[config.mk]
export PLATFORM = sky130hd
export DESIGN_NAME = adc_dither_avg
export DESIGN_NICKNAME = d
export VERILOG_FILES = /design/src/rtl/adc_dav_pkg.sv /design/src/rtl/dav_cfg_guard.sv /design/src/rtl/dav_sawtooth.sv /design/src/rtl/dav_accum.sv /design/src/rtl/adc_dither_avg.sv
export SDC_FILE = /design/constraint.sdc
export NUM_CORES = 1
export LEC_CHECK = 0
export ABC_AREA = 1
export CORE_MARGIN = 2
export CORE_UTILIZATION = 45
export CTS_CLUSTER_SIZE = 25
export DETAILED_ROUTE_END_ITERATION = 8
export DONT_BUFFER_PORTS = 1
export GPL_ROUTABILITY_DRIVEN = 0
export SLEW_MARGIN = 10
export SYNTH_ARGS = -nofsm -noshare
export SYNTH_HDL_FRONTEND = slang
export SYNTH_HIERARCHICAL = 1
export SYNTH_SLANG_ARGS = --single-unit
[constraint.sdc]
create_clock -name clk -period 5.6 [get_ports clk]
set_input_delay 1.12 -clock clk [delete_from_list [all_inputs] [get_ports clk]]
set_output_delay 1.12 -clock clk [all_outputs]
set_load 0.01 [all_outputs]
[src/rtl/adc_dav_pkg.sv]
package adc_dav_pkg;
  localparam int CFG_W = 3;

  typedef struct packed {
    logic [CFG_W-1:0] step;
    logic [CFG_W-1:0] lvl;
    logic [CFG_W-1:0] avg;
  } dav_cfg_t;
endpackage

[src/rtl/dav_cfg_guard.sv]
module dav_cfg_guard
  import adc_dav_pkg::*;
#(
  parameter int STEP_MAX     = 4,
  parameter int LVL_LOG2_MAX = 4,
  parameter int AVG_LOG2_MAX = 6
) (
  input  logic     clk,
  input  logic     rst_n,
  input  logic     load_i,
  input  dav_cfg_t req_i,
  output dav_cfg_t act_o,
  output logic     err_o
);
  localparam logic [CFG_W-1:0] STEP_CAP = CFG_W'(STEP_MAX);
  localparam logic [CFG_W-1:0] LVL_CAP  = CFG_W'(LVL_LOG2_MAX);
  localparam logic [CFG_W-1:0] AVG_CAP  = CFG_W'(AVG_LOG2_MAX);

  dav_cfg_t clip;
  dav_cfg_t act_q, act_d;
  logic     err_q, err_d;
  logic     over_step, over_lvl, over_avg, short_avg;

  // Clamp codes and lift the averaging count to cover every level.
  always_comb begin
    over_step = (req_i.step > STEP_CAP);
    over_lvl  = (req_i.lvl  > LVL_CAP);
    over_avg  = (req_i.avg  > AVG_CAP);
    clip.step = over_step ? STEP_CAP : req_i.step;
    clip.lvl  = over_lvl  ? LVL_CAP  : req_i.lvl;
    clip.avg  = over_avg  ? AVG_CAP  : req_i.avg;
    short_avg = (clip.avg < clip.lvl);
    if (short_avg) clip.avg = clip.lvl;
  end

  always_comb begin
    act_d = act_q;
    err_d = err_q;
    if (load_i) begin
      act_d = clip;
      err_d = over_step | over_lvl | over_avg | short_avg;
    end
  end

  always_ff @(posedge clk or negedge rst_n) begin
    if (!rst_n) begin
      act_q <= '0;
      err_q <= 1'b0;
    end else begin
      act_q <= act_d;
      err_q <= err_d;
    end
  end

  assign act_o = act_q;
  assign err_o = err_q;

  // every active window spans at least one full sawtooth period
  p_avg_covers_levels_r8: assert property (@(posedge clk) disable iff (!rst_n)
    act_q.avg >= act_q.lvl)
    else $error("active averaging code below level code");

  // active codes always lie in the legal range
  p_codes_in_range_r9: assert property (@(posedge clk) disable iff (!rst_n)
    (act_q.step <= STEP_CAP) && (act_q.lvl <= LVL_CAP) && (act_q.avg <= AVG_CAP))
    else $error("active configuration out of range");
endmodule

[src/rtl/dav_sawtooth.sv]
module dav_sawtooth #(
  parameter int LVL_W    = 4,
  parameter int STEP_W   = 3,
  parameter int LOG2_W   = 3,
  parameter int DITHER_W = LVL_W + STEP_W,
  parameter int DITHER_LIMIT = 64
) (
  input  logic                clk,
  input  logic                rst_n,
  input  logic                adv_i,
  input  logic                clr_i,
  input  logic [LOG2_W-1:0]   lvl_log2_i,
  input  logic [STEP_W-1:0]   step_i,
  output logic [LVL_W-1:0]    level_o,
  output logic [DITHER_W-1:0] dither_o
);
  logic [LVL_W:0]              span, span_m1;
  logic [LVL_W-1:0]            wrap_mask;
  logic [LVL_W-1:0]            level_q, level_d;
  logic [LVL_W+STEP_W-1:0]     prod;

  always_comb begin
    span      = (LVL_W+1)'(1) << lvl_log2_i;
    span_m1   = span - (LVL_W+1)'(1);
    wrap_mask = span_m1[LVL_W-1:0];
  end

  always_comb begin
    level_d = level_q;
    if (clr_i)      level_d = '0;
    else if (adv_i) level_d = (level_q + 1'b1) & wrap_mask;
  end

  always_ff @(posedge clk or negedge rst_n) begin
    if (!rst_n) level_q <= '0;
    else        level_q <= level_d;
  end

  always_comb begin
    prod = {{STEP_W{1'b0}}, level_q} * {{LVL_W{1'b0}}, step_i};
  end

  assign dither_o = DITHER_W'(prod);
  assign level_o  = level_q;

  // dither magnitude stays inside the allowed span
  p_dither_cap_r4: assert property (@(posedge clk) disable iff (!rst_n)
    dither_o <= DITHER_W'(DITHER_LIMIT))
    else $error("dither code above limit");

  // the level never leaves the programmed period
  p_level_in_period_r2: assert property (@(posedge clk) disable iff (!rst_n)
    (adv_i && !clr_i) |=> (level_q <= $past(wrap_mask)))
    else $error("sawtooth level outside period");
endmodule

[src/rtl/dav_accum.sv]
module dav_accum #(
  parameter int RAW_W    = 12,
  parameter int DITHER_W = 7,
  parameter int LOG2_W   = 3,
  parameter int CNT_W    = 6,
  parameter int ACC_W    = RAW_W + CNT_W
) (
  input  logic                clk,
  input  logic                rst_n,
  input  logic                strobe_i,
  input  logic [RAW_W-1:0]    raw_i,
  input  logic [DITHER_W-1:0] dither_i,
  input  logic [LOG2_W-1:0]   avg_log2_i,
  output logic [CNT_W-1:0]    cnt_o,
  output logic                done_o,
  output logic [RAW_W-1:0]    result_o,
  output logic                valid_o
);
  localparam logic [ACC_W-1:0] FULL_SCALE = ACC_W'((1 << RAW_W) - 1);

  logic signed [RAW_W:0] diff_s;
  logic [RAW_W-1:0]      corr;
  logic [CNT_W:0]        span, span_m1;
  logic [CNT_W-1:0]      last_idx;
  logic [ACC_W-1:0]      sum_now, half, rounded;
  logic [ACC_W-1:0]      acc_q, acc_d;
  logic [CNT_W-1:0]      cnt_q, cnt_d;
  logic [RAW_W-1:0]      res_q, res_d;
  logic                  vld_q, vld_d;
  logic                  done;

  // Remove the applied dither, clamp at zero.
  always_comb begin
    diff_s = $signed({1'b0, raw_i}) - $signed({{(RAW_W+1-DITHER_W){1'b0}}, dither_i});
    corr   = diff_s[RAW_W] ? '0 : diff_s[RAW_W-1:0];
  end

  always_comb begin
    span     = (CNT_W+1)'(1) << avg_log2_i;
    span_m1  = span - (CNT_W+1)'(1);
    last_idx = span_m1[CNT_W-1:0];
    done     = strobe_i && (cnt_q == last_idx);
    sum_now  = acc_q + {{(ACC_W-RAW_W){1'b0}}, corr};
    half     = (avg_log2_i == '0) ? '0 : (ACC_W'(1) << (avg_log2_i - 1'b1));
    rounded  = (sum_now + half) >> avg_log2_i;
  end

  always_comb begin
    acc_d = acc_q;
    cnt_d = cnt_q;
    res_d = res_q;
    vld_d = done;
    if (strobe_i) begin
      if (done) begin
        acc_d = '0;
        cnt_d = '0;
        res_d = rounded[RAW_W-1:0];
      end else begin
        acc_d = sum_now;
        cnt_d = cnt_q + 1'b1;
      end
    end
  end

  always_ff @(posedge clk or negedge rst_n) begin
    if (!rst_n) begin
      acc_q <= '0;
      cnt_q <= '0;
      res_q <= '0;
      vld_q <= 1'b0;
    end else begin
      acc_q <= acc_d;
      cnt_q <= cnt_d;
      res_q <= res_d;
      vld_q <= vld_d;
    end
  end

  assign cnt_o    = cnt_q;
  assign done_o   = done;
  assign result_o = res_q;
  assign valid_o  = vld_q;

  // rounded mean always fits the result word
  p_round_fits_r7: assert property (@(posedge clk) disable iff (!rst_n)
    done |-> (rounded <= FULL_SCALE))
    else $error("rounded average exceeds full scale");

  // a result pulse always follows an accepted sample
  p_valid_follows_sample_r6: assert property (@(posedge clk) disable iff (!rst_n)
    vld_q |-> $past(strobe_i))
    else $error("valid without preceding sample");

  // accumulator bounded by full scale per held sample
  p_acc_bound_r5: assert property (@(posedge clk) disable iff (!rst_n)
    acc_q <= (ACC_W'(cnt_q) * FULL_SCALE))
    else $error("accumulator above sample bound");
endmodule

[src/rtl/adc_dither_avg.sv]
module adc_dither_avg
  import adc_dav_pkg::*;
#(
  parameter int RAW_W        = 12,
  parameter int STEP_MAX     = 4,
  parameter int LVL_LOG2_MAX = 4,
  parameter int AVG_LOG2_MAX = 6
) (
  input  logic             clk,
  input  logic             rst_n,
  input  logic             smp_strobe_i,
  input  logic [RAW_W-1:0] smp_raw_i,
  input  logic [2:0]       cfg_step_i,
  input  logic [2:0]       cfg_lvl_i,
  input  logic [2:0]       cfg_avg_i,
  output logic [6:0]       dither_code_o,
  output logic             cfg_error_o,
  output logic [RAW_W-1:0] result_o,
  output logic             result_valid_o
);
  localparam int LVL_W    = LVL_LOG2_MAX;
  localparam int DITHER_W = LVL_W + CFG_W;
  localparam int CNT_W    = AVG_LOG2_MAX;
  localparam int ACC_W    = RAW_W + AVG_LOG2_MAX;

  dav_cfg_t            req, act;
  logic                cfg_load;
  logic                win_done;
  logic [CNT_W-1:0]    smp_cnt;
  logic [LVL_W-1:0]    level;
  logic [DITHER_W-1:0] dither;

  assign req = '{step: cfg_step_i, lvl: cfg_lvl_i, avg: cfg_avg_i};

  // Settings move only between windows.
  assign cfg_load = ((smp_cnt == '0) && !smp_strobe_i) || win_done;

  dav_cfg_guard #(
    .STEP_MAX    (STEP_MAX),
    .LVL_LOG2_MAX(LVL_LOG2_MAX),
    .AVG_LOG2_MAX(AVG_LOG2_MAX)
  ) u_guard (
    .clk   (clk),
    .rst_n (rst_n),
    .load_i(cfg_load),
    .req_i (req),
    .act_o (act),
    .err_o (cfg_error_o)
  );

  dav_sawtooth #(
    .LVL_W   (LVL_W),
    .STEP_W  (CFG_W),
    .LOG2_W  (CFG_W),
    .DITHER_W(DITHER_W)
  ) u_saw (
    .clk       (clk),
    .rst_n     (rst_n),
    .adv_i     (smp_strobe_i),
    .clr_i     (win_done),
    .lvl_log2_i(act.lvl),
    .step_i    (act.step),
    .level_o   (level),
    .dither_o  (dither)
  );

  dav_accum #(
    .RAW_W   (RAW_W),
    .DITHER_W(DITHER_W),
    .LOG2_W  (CFG_W),
    .CNT_W   (CNT_W),
    .ACC_W   (ACC_W)
  ) u_acc (
    .clk       (clk),
    .rst_n     (rst_n),
    .strobe_i  (smp_strobe_i),
    .raw_i     (smp_raw_i),
    .dither_i  (dither),
    .avg_log2_i(act.avg),
    .cnt_o     (smp_cnt),
    .done_o    (win_done),
    .result_o  (result_o),
    .valid_o   (result_valid_o)
  );

  assign dither_code_o = 7'(dither);

  // sawtooth and window counter start together
  p_window_aligned_r2: assert property (@(posedge clk) disable iff (!rst_n)
    (smp_cnt == '0) |-> (level == '0))
    else $error("window boundary inside a dither period");

  // active settings frozen while a window is open
  p_cfg_frozen_r10: assert property (@(posedge clk) disable iff (!rst_n)
    ((smp_cnt != '0) && !win_done) |=> $stable(act))
    else $error("configuration changed mid-window");

  // zero step gives zero dither
  p_zero_step_r3: assert property (@(posedge clk) disable iff (!rst_n)
    (act.step == '0) |-> (dither_code_o == '0))
    else $error("dither with zero step");
endmodule

== Word level (Yosys, flattened, before mapping) ==
Index checks and enable logic that the tools add are counted.

* Bits in registers: 51
* Input port bits: 24
* Output and inout bits: 21
* Word-level logic and storage cells: 49

* Add/subtract/negate cells: 8
* Multipliers: 1
* Order comparisons: 4
* Equality and inequality tests: 1
* Shift-type cells: 4
* Mux-type cells: 10
* Bitwise gates (word level): 4
* Reductions and logical operators: 8

{| class="wikitable"
|+ Operators by type and width
! cell !! count
|-
| 18-bit two-way mux || 2
|-
| 18-bit by 12-bit adder with 18-bit output || 1
|-
| 18-bit adder || 1
|-
| 1-bit by 3-bit left shift with 18-bit output, first input constant || 1
|-
| 18-bit by 3-bit >> shifter with 12-bit output || 1
|-
| 12-bit by 7-bit subtractor with 13-bit output || 1
|-
| 12-bit two-way mux || 1
|-
| 3-bit two-way mux || 4
|-
| 3-bit > comparator, second input constant || 3
|-
| 4-bit two-way mux || 2
|-
| 4-bit by 3-bit multiplier with 7-bit output || 1
|-
| 6-bit by 1-bit adder with 6-bit output, second input constant || 1
|-
| 6-bit equality test || 1
|-
| 6-bit logical NOT || 1
|-
| 6-bit two-way mux || 1
|-
| 1-bit by 3-bit left shift with 6-bit output, first input constant || 1
|-
| 6-bit by 1-bit subtractor with 6-bit output, second input constant || 1
|-
| 4-bit by 1-bit adder with 4-bit output, second input constant || 1
|-
| 4-bit bitwise AND || 1
|-
| 1-bit by 3-bit left shift with 4-bit output, first input constant || 1
|-
| 4-bit by 1-bit subtractor with 4-bit output, second input constant || 1
|-
| 3-bit logical NOT || 1
|-
| 3-bit < comparator || 1
|-
| 1-bit OR || 3
|-
| other kinds (6) || 7
|}

== Depth between registers and ports, before layout ==
* Depth in word-level cells: 6
* Depth in mapped cells: 46
* Gate-level depth less buffers: 45

== By module ==
The synthesis kept the hierarchy.

{| class="wikitable"
|+ Modules (own cells, without submodules)
! module !! instances !! cells an instance !! area each (sq um)
|-
| dav_accum || 1 || 659 || 4113.9
|-
| dav_sawtooth || 1 || 83 || 568.0
|-
| dav_cfg_guard || 1 || 67 || 543.0
|-
| adc_dither_avg || 1 || 8 || 31.3
|}

== Least setup slack after synthesis ==
No wires, ideal clock.

* Path type: register to register
* From: reg u_saw.level_q[0] (netlist: u_saw/level_o[0])
* To: reg u_acc.res_q[7] (netlist: u_acc/result_o[7])
* Setup time: 0.118 ns
* Data arrival time: 5.983 ns
* Setup slack: -0.501 ns
* Stages on the path, launching flop included: 43
* Buffers on the path: 0
* Period minus slack after synthesis: 6.101 ns
* Path through: dfrtp_1 nand2_1 inv_1 fa_1 ha_1 fa_1 xor2_1 inv_1 ha_1 nand2_1 inv_1 o21ai_0 nand2_1 nand2_1 nand2_1 nor3_1 nand2_1 nor2_2 (+7 left out) xnor2_1 inv_1 ha_1 nand2_1 nor3_1 nand2_1 nand3_1 inv_1 nor2_1 nand2_1 nor2_1 nand4_1 nand3_1 nand3_1 nand2_1 nand2_1 nand3_1 nand2_1

* Cells in the longest elaborated chain, start to end: 6

{| class="wikitable"
|+ Ends and longest elaborated chain
! what !! RTL line !! source
|-
| start, declared || dav_sawtooth.sv:19 || <nowiki>logic [LVL_W-1:0] level_q, level_d;</nowiki>
|-
| start signal, assigned || dav_sawtooth.sv:36 || <nowiki>else level_q <= level_d;</nowiki>
|-
| 4-bit by 3-bit multiplier with 7-bit output || dav_sawtooth.sv:40 || <nowiki>prod = {{STEP_W{1'b0}}, level_q} * {{LVL_W{1'b0}}, step_i};</nowiki>
|-
| via dither_code_o[4] || adc_dither_avg.sv:16 || <nowiki>output logic [6:0] dither_code_o,</nowiki>
|-
| 12-bit by 7-bit subtractor with 13-bit output || dav_accum.sv:34 || <nowiki>diff_s = $signed({1'b0, raw_i}) - $signed({{(RAW_W+1-DITHER_W){1'b0}}, dither_i});</nowiki>
|-
| 12-bit two-way mux || dav_accum.sv:35 || <nowiki>corr = diff_s[RAW_W] ? '0 : diff_s[RAW_W-1:0];</nowiki>
|-
| 18-bit by 12-bit adder with 18-bit output || dav_accum.sv:43 || <nowiki>sum_now = acc_q + {{(ACC_W-RAW_W){1'b0}}, corr};</nowiki>
|-
| 18-bit adder || dav_accum.sv:45 || <nowiki>rounded = (sum_now + half) >> avg_log2_i;</nowiki>
|-
| 18-bit by 3-bit >> shifter with 12-bit output || dav_accum.sv:45 ||
|-
| end signal, assigned || dav_accum.sv:74 || <nowiki>res_q <= res_d;</nowiki>
|-
| end, declared || dav_accum.sv:28 || <nowiki>logic [RAW_W-1:0] res_q, res_d;</nowiki>
|}

The timed path passes the listed nets, and every way through them passes these cells.
A chain may end at the register's enable or synchronous reset.

== Worst setup path in the final report ==
* From: reg u_guard.act_q, in the netlist u_guard/act_o[8]
* To: reg u_acc.res_q[3] (netlist: u_acc/result_o[3])

* Cells in the longest elaborated chain, start to end: 6

{| class="wikitable"
|+ Ends and longest elaborated chain
! what !! RTL line !! source
|-
| start, declared || dav_cfg_guard.sv:20 || <nowiki>dav_cfg_t act_q, act_d;</nowiki>
|-
| start signal, assigned || dav_cfg_guard.sv:50 || <nowiki>act_q <= act_d;</nowiki>
|-
| 4-bit by 3-bit multiplier with 7-bit output || dav_sawtooth.sv:40 ||
|-
| 12-bit by 7-bit subtractor with 13-bit output || dav_accum.sv:34 ||
|-
| 12-bit two-way mux || dav_accum.sv:35 ||
|-
| 18-bit by 12-bit adder with 18-bit output || dav_accum.sv:43 ||
|-
| 18-bit adder || dav_accum.sv:45 ||
|-
| 18-bit by 3-bit >> shifter with 12-bit output || dav_accum.sv:45 ||
|}

Every way passes these cells.

==> impl_results.md <==
- GRT Total Usage: 22.7%
- Largest net degree at the start of global routing: 52
- Setup TNS: -4.43 ns
- Port bufs: 0
- Clock power frac: 6.0%
- Violated checks: setup timing
- Data arrival, critical path: 6.22 ns
- P_int: 2.46 mW
- Cell count after placement: 1,013
- R2R depth: 38
- Final Total Pwr: 4.95 mW
- Post-Route Skew: 0.0101 ns
- Worst Hold Slack: 0.505 ns
- Finished layout cell area: 6570 sq um
- Final critical-path setup slack: -0.417 ns
- Diodes inserted: 0
- Ys async rst share: 100%
- CP max FO: 5
- Setup CP Type: reg2reg
- Initial antenna violation count: 0
- Io pins: 45
- Flops & latches, synth: 51
- CTS H-Tree Depth: 2
- Critical-path top delay cell: fa_2
- Final wirelength: 14,200 microns
- Core Region: 11,400 sq um
- Minimum clock period: 6.02 ns
- RSZ-0062 raised after global routing: true
- Worst skew pair latency: 0.29 ns
- Hold Buf Count CTS: 0
- Reg clk slew, reported paths: 0.07 ns
- Worst R2R Start: u_guard/act_o[8]
- Inserted Clock Buffers: 5
- Initial core utilization: 46.0%
- Avg Inst Size Synth: 6.43 sq um
- Avg WL per Cell: 13.7 microns
- Post-Synthesis Cells: 817
- Mapped cell area: 5260 sq um
- Hold Crit Endpoint: u_acc/acc_q[11]
- Nets: 966
- Final Cycle Share: 107%
- Synth Flop Type: dfrtp_1
- Crit path launch type: flop
- Worst r2r dst: u_acc/result_o[3]
- Initial DRC Count: 268
- Final Setup Violations: 12
- Post-synth EDFFs: 0
- Max cap viols: 0
- Crit-path max cell delay: 0.54 ns
- CTS tree: built
- Max Root-Sink Buffers: 2
- Vias per cell: 5.26
- Sw frac: 50.3%
- Post-route DRC: 0
- Die height: 112 microns
- Post-route non-filler standard cell count: 1,041
- Fraction of layout instances using a drive strength above 1: 23.6%
- Register area share after synthesis: 24.3%
- Area Overhead vs Synth: 25.0%
- Post-DRT Antenna Nets: 0
- Pwr Density: 753 nW/um^2
- Synth warnings: 6
- Fillers: 1,098
- Total gr overflow: 0
- Area after DPL: 5920 sq um
- First drt pass iteration count: 5
- Outcome: finished, violations left
- Hold_sp: u_acc/acc_q[11]
- Combinational power share: 79.3%
- Vias in the first global route: 5,328
- Die area: 12,600 sq um
- Slew HR: 53.3%
- Min-Delay Path Depth: 2
- Psw: 2.49 mW
- Worst slew pin tran: 0.700 ns
- Row count: 39
- Multi-input logic area: 3830 sq um
- CTS sink cnt: 51
- Die width: 112 microns
- Vias: 5,474
- Yosys cell types: 46
- First-pass GRT wire length: 24,000 microns
- Max Slew Vio Count: 0
- CTS root buffer: clkbuf_16
- Area taken by flip-flops and latches: 1280 sq um
- Final Hold Viols: 0
- Required time of the critical path: 5.80 ns
- R2r setup slk: -0.42 ns
- Detailed Place HPWL: 10,800 microns
- Peak VDD IR: 0.407 mV
- FMAX: 166 MHz
- P_leak: 3.48 nW
- Cell repeated most along the worst path: nand2_1
- Syn Nets: 886
- Seq pwr share: 14.7%
- Setup crit end kind: flop
- HP Class: reg2reg
[what timing repair did]
action,CTS,global route
resized for setup,38,43
buffers inserted,11,9
pin swaps,24,30
endpoints found under the setup margin,12,15
[cell usage in the layout, fill, tap and decap left out, drive strengths merged, types with 2 or more instances in the layout]
master / instances
nand2: 270
a21oi: 21
a31oi: 3
a22o: 7
ha: 39
o211ai: 7
buf: 91
fa: 6
nor3b: 4
inv: 120
or2: 5
nand4: 11
clkinv: 3
nor2: 80
xnor2: 6
and2: 3
nand3: 86
dfrtp: 51
o22ai: 7
nor3: 9
xor2: 20
o21ai: 33
clkbuf: 5
nand3b: 2
[power by group through the flow]
| stage | logic (mW) | clock network [mW] | registers, mW |
|---|---|---|---|
| 3_5_place_dp | 3.32 | 0 | 0.729 |
| 2_1_floorplan | 2.28 | 0 | 0.669 |
| 3_3_place_gp | 3.27 | 0 | 0.725 |
| 5_1_grt | 4.35 | 0.324 | 0.753 |
| 6_report | 3.92 | 0.298 | 0.728 |
| 4_1_cts | 3.63 | 0.312 | 0.724 |
[area by class of cell]
| class | count | area share, % |
|---|---|---|
| clock buffer | 5 | 1.90 |
| clock inverter | 3 | 0.228 |
| inverter | 120 | 6.85 |
| multi-input combinational | 628 | 58.3 |
| sequential | 51 | 19.4 |
| tap | 143 | 2.72 |
| timing repair buffer | 91 | 10.6 |
[worst max-delay path by stage]
| stage | start | to | slack [ns] |
|---|---|---|---|
| finish | u_guard/act_o[8] | u_acc/result_o[3] | -0.42 |
| detailed placement | u_guard/act_o[8] | u_acc/result_o[7] | -0.51 |
| global route | u_guard/act_o[8] | u_acc/result_o[7] | -0.79 |
| global placement | u_guard/act_o[8] | u_acc/result_o[10] | -0.34 |
| floorplan | u_saw/level_o[0] | u_acc/result_o[10] | -0.18 |
| CTS | u_guard/act_o[8] | u_acc/result_o[10] | -0.35 |
[metrics by stage]
stage	setup WS, ns	utilization, %
floorplan	-0.182	-
global placement	-0.338	51.9
detailed placement	-0.513	51.9
CTS	-0.348	55.4
global route	-0.789	57.5
finish	-0.417	57.5
[kinds of logic (layout without fill, tap and decap cells)]
| group | Yosys count | in the layout | share of synthesized area (%) |
|---|---|---|---|
| multiplexers | 1 | 1 | 0.190 |
| other | 1 | 1 | 0.0713 |
| adder cells (fa/ha/maj) | 45 | 45 | 11.6 |
| buffers and inverters | 138 | 219 | 10.4 |
| AND/OR/NAND/NOR | 471 | 471 | 39.4 |
| XOR/XNOR | 26 | 26 | 4.33 |
| AO/OA/AOI/OAI | 84 | 84 | 9.74 |
| flip-flops | 51 | 51 | 24.3 |
[routing by layer]
layer / wire, microns / up-vias / GRT usage [%]
met5: 0 / - / 0
met4: 123 / 0 / 4.31
met3: 647 / 6 / 2.97
met2: 6870 / 118 / 40.1
met1: 6580 / 2577 / 30.2
li1: - / 2773 / -
[synthesized netlist by cell type, types with 4 or more instances]
master / n / area [sq um]
nand4_1: 11 / 68.8
nor3b_1: 4 / 30.0
nor2_4: 4 / 45.0
o211ai_1: 7 / 52.6
inv_1: 114 / 428
nor2_1: 71 / 267
clkbuf_1: 8 / 30.0
o21ai_0: 19 / 95.1
nor3_1: 9 / 45.0
xor2_1: 20 / 175
inv_2: 6 / 22.5
nor2_2: 5 / 31.3
dfrtp_1: 51 / 1280
o21ai_1: 13 / 65.1
nand3_1: 85 / 425
nand2_2: 10 / 62.6
o22ai_1: 7 / 43.8
nand2_1: 257 / 965
or2_2: 4 / 25.0
a21oi_1: 19 / 95.1
xnor2_1: 6 / 52.6
fa_1: 6 / 120
buf_2: 4 / 20.0
a22o_1: 7 / 61.3
ha_1: 39 / 488
[worst max-delay path: cells and delay by family, from the launching register on]
kind	cells	cell delay [ns]
xor gates and xnor gates	2	0.38
AOI/OAI and AO/OA	4	0.66
buffers and inverters	5	0.22
and+or+nand+nor	20	1.89
DFF	1	0.41
adders and majority gates	7	2.32
[registers in the layout, indices dropped and copies added, names as in the netlist]
name and count:
u_acc/acc_q 18, u_guard/err_o 1, u_acc/cnt_o 6, u_acc/valid_o 1
u_guard/act_o 9, u_acc/result_o 12, u_saw/level_o 4
Note: power is estimated with default switching activity, not from simulation.
